**config.mk**
```make
export PLATFORM = sky130hd
export DESIGN_NAME = hold_req_sched
export DESIGN_NICKNAME = d
export VERILOG_FILES = /design/src/rtl/hrs_hold_capture.sv /design/src/rtl/hrs_prio_pick.sv /design/src/rtl/hrs_conv_timer.sv /design/src/rtl/hold_req_sched.sv
export SDC_FILE = /design/constraint.sdc
export NUM_CORES = 1
export LEC_CHECK = 0
export CORE_MARGIN = 3
export CORE_UTILIZATION = 45
export DETAILED_ROUTE_END_ITERATION = 8
export DONT_BUFFER_PORTS = 1
export PLACE_DENSITY_LB_ADDON = 0.2
export SLEW_MARGIN = 20
export SYNTH_ARGS = -nofsm -noshare
export SYNTH_HDL_FRONTEND = slang
export SYNTH_HIERARCHICAL = 1
export SYNTH_SLANG_ARGS = --single-unit
```
**constraint.sdc**
```tcl
create_clock -name clk -period 1.6 [get_ports clk]
set_clock_uncertainty 0.1 [all_clocks]
set_input_delay 0 -clock clk [delete_from_list [all_inputs] [get_ports clk]]
set_output_delay 0 -clock clk [all_outputs]
set_load 0.02 [all_outputs]
```
**src/rtl/hrs_hold_capture.sv**
```systemverilog
// Falling-edge sampling of the hold lines with rising-edge detection.
module hrs_hold_capture #(
  parameter int N = 3
) (
  input  logic         clk,
  input  logic         rst,
  input  logic [N-1:0] hold_i,
  output logic [N-1:0] req_o
);
  logic [N-1:0] cap_q, prev_q;

  always_ff @(negedge clk) begin
    if (rst) begin
      cap_q  <= '0;
      prev_q <= '0;
    end else begin
      cap_q  <= hold_i;
      prev_q <= cap_q;
    end
  end

  // A request stays valid from one falling edge to the next, so it is seen by exactly one rising edge.
  assign req_o = cap_q & ~prev_q;
endmodule

```
**src/rtl/hrs_prio_pick.sv**
```systemverilog
// Fixed priority: the lowest index wins.
module hrs_prio_pick #(
  parameter int N = 3,
  parameter int W = 2
) (
  input  logic [N-1:0] req_i,
  output logic         valid_o,
  output logic [W-1:0] idx_o
);
  always_comb begin
    valid_o = 1'b0;
    idx_o   = '0;
    for (int i = N - 1; i >= 0; i--) begin
      if (req_i[i]) begin
        valid_o = 1'b1;
        idx_o   = W'(i);
      end
    end
  end
endmodule

```
**src/rtl/hrs_conv_timer.sv**
```systemverilog
// Counts the length of one conversion. finish_o is high in the last cycle.
module hrs_conv_timer #(
  parameter int CYCLES = 14
) (
  input  logic clk,
  input  logic rst,
  input  logic load_i,
  input  logic run_i,
  output logic finish_o
);
  localparam int CNT_W = $clog2(CYCLES + 1);
  localparam logic [CNT_W-1:0] LAST = CNT_W'(CYCLES - 1);

  logic [CNT_W-1:0] cnt_q;

  always_ff @(posedge clk) begin
    if (rst || load_i) cnt_q <= '0;
    else if (run_i)    cnt_q <= cnt_q + 1'b1;
  end

  assign finish_o = run_i && (cnt_q == LAST);
endmodule

```
**src/rtl/hold_req_sched.sv**
```systemverilog
module hold_req_sched #(
  parameter int NUM_CH      = 3,
  parameter int CONV_CYCLES = 14,
  localparam int SEL_W      = (NUM_CH > 1) ? $clog2(NUM_CH) : 1
) (
  input  logic              clk,
  input  logic              rst,
  input  logic [NUM_CH-1:0] hold_i,
  output logic              start_o,
  output logic [SEL_W-1:0]  sel_o,
  output logic              busy_o,
  output logic              done_o,
  output logic [SEL_W-1:0]  done_ch_o
);
  localparam logic [NUM_CH-1:0] ONE = NUM_CH'(1);

  logic [NUM_CH-1:0] req, pending_q, avail, grant_mask;
  logic              pick_valid, finish, launch, busy_q;
  logic [SEL_W-1:0]  pick_idx;

  hrs_hold_capture #(.N(NUM_CH)) u_cap (
    .clk(clk), .rst(rst), .hold_i(hold_i), .req_o(req)
  );

  assign avail = pending_q | req;

  hrs_prio_pick #(.N(NUM_CH), .W(SEL_W)) u_pick (
    .req_i(avail), .valid_o(pick_valid), .idx_o(pick_idx)
  );

  hrs_conv_timer #(.CYCLES(CONV_CYCLES)) u_tmr (
    .clk(clk), .rst(rst), .load_i(launch), .run_i(busy_q), .finish_o(finish)
  );

  // A new job launches when the converter is idle or finishing in this cycle.
  assign launch     = pick_valid && (!busy_q || finish);
  assign grant_mask = launch ? (ONE << pick_idx) : '0;

  always_ff @(posedge clk) begin
    if (rst) begin
      pending_q <= '0;
      busy_q    <= 1'b0;
      start_o   <= 1'b0;
      sel_o     <= '0;
      done_o    <= 1'b0;
      done_ch_o <= '0;
    end else begin
      pending_q <= avail & ~grant_mask;
      start_o   <= launch;
      done_o    <= finish;
      if (finish) done_ch_o <= sel_o;
      if (launch) begin
        sel_o  <= pick_idx;
        busy_q <= 1'b1;
      end else if (finish) begin
        busy_q <= 1'b0;
      end
    end
  end

  assign busy_o = busy_q;
endmodule

```
# Word-level counts from Yosys, hierarchy flattened
# Index checks and enable logic that the tools add are counted.
op_classes:
  addsub: 1
  eq_ne: 1
  shift: 1
  muxes: 9
  n_bitwise: 5
  reduce_logical: 6
ops:
  columns: ["cell", "n"]
  rows:
  - ["3-bit AND", 2]
  - ["2-bit 2-to-1 mux", 3]
  - ["3-bit NOT", 2]
  - ["1-bit 2-to-1 mux", 5]
  - ["4-bit by 1-bit adder with 4-bit output, second input constant", 1]
  - ["4-bit == test, second input constant", 1]
  - ["3-bit 2-to-1 mux", 1]
  - ["3-bit OR", 1]
  - ["1-bit by 2-bit << shifter with 3-bit output, first input constant", 1]
  - ["1-bit logical AND", 2]
  - ["1-bit logical OR", 2]
  - ["2-bit nonzero test", 1]
  - ["1-bit logical NOT", 1]
totals:
  regBits: 20
  in_bits: 5
  output_inout_bits: 7
  word_cells: 32

# Depth between registers and ports, before layout
logic_depth:
  ltp_word: 10
  depth_mapped: 8
  depth_no_buf: 7

# Hierarchy
# Netlist, hierarchy kept.
by_module_without_submodules:
  columns: ["module", "instances", "cells_each", "area_per_inst_um2", "seq_area_each_um2"]
  rows:
  - ["hold_req_sched", 1, 39, 382.9, 200.2]
  - ["hrs_conv_timer", 1, 19, 201.4, 80.1]
  - ["hrs_hold_capture", 1, 16, 180.2, 120.1]
  - ["hrs_prio_pick", 1, 3, 20.0, 0.0]

==> reports/results.txt <==
overall routing resource usage: 0.143
crit-path cells: nor2b_1 > nor2_1 > inv_1 > or3_4 > and2_4 > a2111oi_4
combinational cell fraction of total power: 0.174
Slowest-stage cell, CP: or3_4
Routed WL per cell: 13.1 µm
GPL Wtd Cong: 0.666
Pre-antenna DRT Iters: 4
RR Endpoint: u_tmr/cnt_q[1]
Arrival @ worst endpoint: 2620 ps
Detailed Place HPWL: 929 µm
Max transition margin: 0.806
synthesized area per cell: 10.2 µm²
crit path kind: flip-flop to flip-flop
DR DRC count: 0
Worst-Margin Slew: 289 ps
register share of total power: 0.521
die area: 2280 µm²
antenna viol nets, final: 0
MaxCap Viol Count: 0
Clock Latency Late Sink: 380 ps
# H-tree levels: 1
synthesized netlist cell count: 77
Ys Warns: 6
Net Sw Frac: 0.300
Clk pin slew, worst setup/hold paths: 130 ps
core area: 1580 µm²
nets: 103
worst reg2reg path depth: 6
Worst Setup SP: u_cap/cap_q[0]
register area: 400 µm²
gr ovfl total: 0
Critical Path Start Type: flip-flop
worst hold slack: -367 ps
Yosys cell types: 25
largest net degree at the start of global routing: 22
IO Count: 12
Clock Power Share: 0.305
first-pass GRT wire length: 2.24 mm
VDD IR-drop max: 573 µV
hold crit path type: input port to flip-flop
CP required: 1720 ps
TritonCTS clock tree: yes
via count: 572
layout cells sized above 1: 0.316
TritonCTS Sinks: 20
Antenna diodes: 0
leakage: 0.426 nW
final hold vios: 14
Vias/cell: 5.15
power per cell area: 1050 nW/µm²
RSZ-0062 raised after global routing: yes
flop2flop setup slack: -900 ps
post-route worst setup slack: -903 ps
die height: 47.8 µm
TritonCTS Buffers: 3
max-slew violations: 0
drt first-iter violations: 4
reg-to-reg critical path startpoint: u_cap/cap_q[0]
area delta synth->final: 26.6%
Netlist Area Pre-Place: 785 µm²
Longest Clk Path Bufs: 2
hold wc startpoint: rst
initial antenna violation count: 0
WL final: 1.46 mm
Syn Nets: 84
CP Capture Type: flip-flop
root buffer cell: clkbuf_4
Psw: 0.313 mW
IO Port Bufs: 0
FF+latch count, synth: 20
Final setup viols: 11
Seq/Total Area, Yosys: 0.510
Min-Delay Path Depth: 1
Rows: 14
max incr delay on CP: 400 ps
setup TNS: -9210 ps
CP max FO: 5
Initial Util: 0.498
die width: 47.8 µm
Multi-input gate area: 418 µm²
outcome: finished, violations left
Hold Path Sink: u_tmr/cnt_q[1]
vias in the first global route: 487
Internal Power: 0.731 mW
layout filler cell count: 131
failing checks: negative hold slack, negative setup slack
==> registers in the layout (all words and copies together) (netlist names) <==
register      flops
start_o           1
u_cap/prev_q      3
pending_q         3
done_o            1
done_ch_o         2
u_cap/cap_q       3
busy_o            1
sel_o             2
u_tmr/cnt_q       4
==> critical path: cells and delay by family, from the launching register on <==
family	cells	cell delay (ps)
AND/OR/NAND/NOR	4	830
AO/OA/AOI/OAI	1	270
flip-flops	1	290
buffers and inverters	1	80
==> metrics by stage <==
step                      total power, mW  cell area, µm²  cells   util  worst slack (ps)
after floorplan                     0.685             808     77      -              -882
after global placement              0.721             881    100  0.559              -839
after detailed placement            0.724             881    100  0.559              -857
after CTS                            1.04             962    110  0.610              -889
after global routing                 1.10             993    111  0.630              -965
final                                1.04             993    111  0.630              -903
==> metal layers <==
layer | track usage | wire [µm] | up-vias
met5 | 0 | 0 | -
met4 | 0.0645 | 0 | 0
met3 | 0.0451 | 54 | 0
met2 | 0.206 | 734 | 10
met1 | 0.193 | 669 | 262
li1 | - | - | 300
==> final cells by class <==
cell class                      instances  area share
Sequential cell                        20       0.403
Clock inverter                          7      0.0315
Tap cell                               16      0.0202
Multi-Input combinational cell         48       0.421
Inverter                                7      0.0264
Clock buffer                            3      0.0227
Timing Repair Buffer                   10      0.0756
==> what timing repair did <==
| action | CTS | global route |
|---|---|---|
| pin swaps | 8 | 1 |
| setup buffers | 0 | 1 |
| endpoints found under the hold margin | 14 | 14 |
| setup endpoints to repair | 11 | 11 |
| cloned | 1 | 0 |
| gates resized for setup | 4 | 5 |
==> how the worst max path moves through the flow <==
stage,to,slack [ps]
final,u_tmr/cnt_q[1],-900
after global routing,u_tmr/cnt_q[1],-960
after CTS,sel_o[1],-890
after detailed placement,u_tmr/cnt_q[3],-860
after global placement,u_tmr/cnt_q[3],-840
after floorplan,u_tmr/cnt_q[3],-880
==> kinds of logic after synthesis <==
group | count (synthesis) | synth area share
XOR/XNOR | 1 | 0.0112
AND/OR/NAND/NOR | 30 | 0.236
adder cells (fa/ha/maj) | 2 | 0.0319
multiplexers | 3 | 0.0399
buffers and inverters | 10 | 0.0574
AO/OA/AOI/OAI | 11 | 0.113
flip-flops | 20 | 0.510
==> placed cells by master (no fill, tap or decap) <==
cell type  count
a311oi_1       2
a21oi_1        2
a311oi_2       1
nor2b_1       12
nor2_1         5
a2111oi_4      1
nand3_1        2
inv_1         13
nand4_1        1
or3_4          1
mux2_4         1
nand2b_4       1
and2_4         2
nor3_2         1
a21bo_2        1
a21bo_1        2
clkbuf_4       3
a21oi_2        1
dfxtp_1       20
nor3b_2        2
and4_2         1
nor3_4         1
clkinv_4       1
buf_4         10
xnor2_1        1
ha_1           2
nor2_2         1
mux2i_1        2
a211oi_2       1
nand3b_1       1
==> synth_stat cells (all sizes together) <==
library cell | n | area [µm²]
a311oi | 3 | 26.3
dfxtp | 20 | 400
a211oi | 1 | 7.51
nor2b | 12 | 75.1
mux2 | 1 | 11.3
nand3b | 1 | 7.51
inv | 8 | 30.0
buf | 1 | 11.3
ha | 2 | 25.0
mux2i | 2 | 20.0
a2111oi | 1 | 10.0
nand3 | 2 | 10.0
a21bo | 3 | 30.0
nor3b | 2 | 15.0
or3 | 1 | 6.26
a21oi | 3 | 15.0
and2 | 1 | 8.76
nand2b | 1 | 13.8
nor2 | 6 | 22.5
xnor2 | 1 | 8.76
nand4 | 1 | 6.26
clkbuf | 1 | 3.75
nor3 | 2 | 10.0
and4 | 1 | 10.0
==> power groups by stage <==
stage	registers [mW]	logic (mW)	clock network, mW
3_5_place_dp	0.554	0.143	0.0271
4_1_cts	0.544	0.163	0.332
5_1_grt	0.547	0.197	0.356
6_report	0.544	0.182	0.318
2_1_floorplan	0.562	0.0957	0.0271
3_3_place_gp	0.554	0.140	0.0271
(Power assumes the default switching activity.)
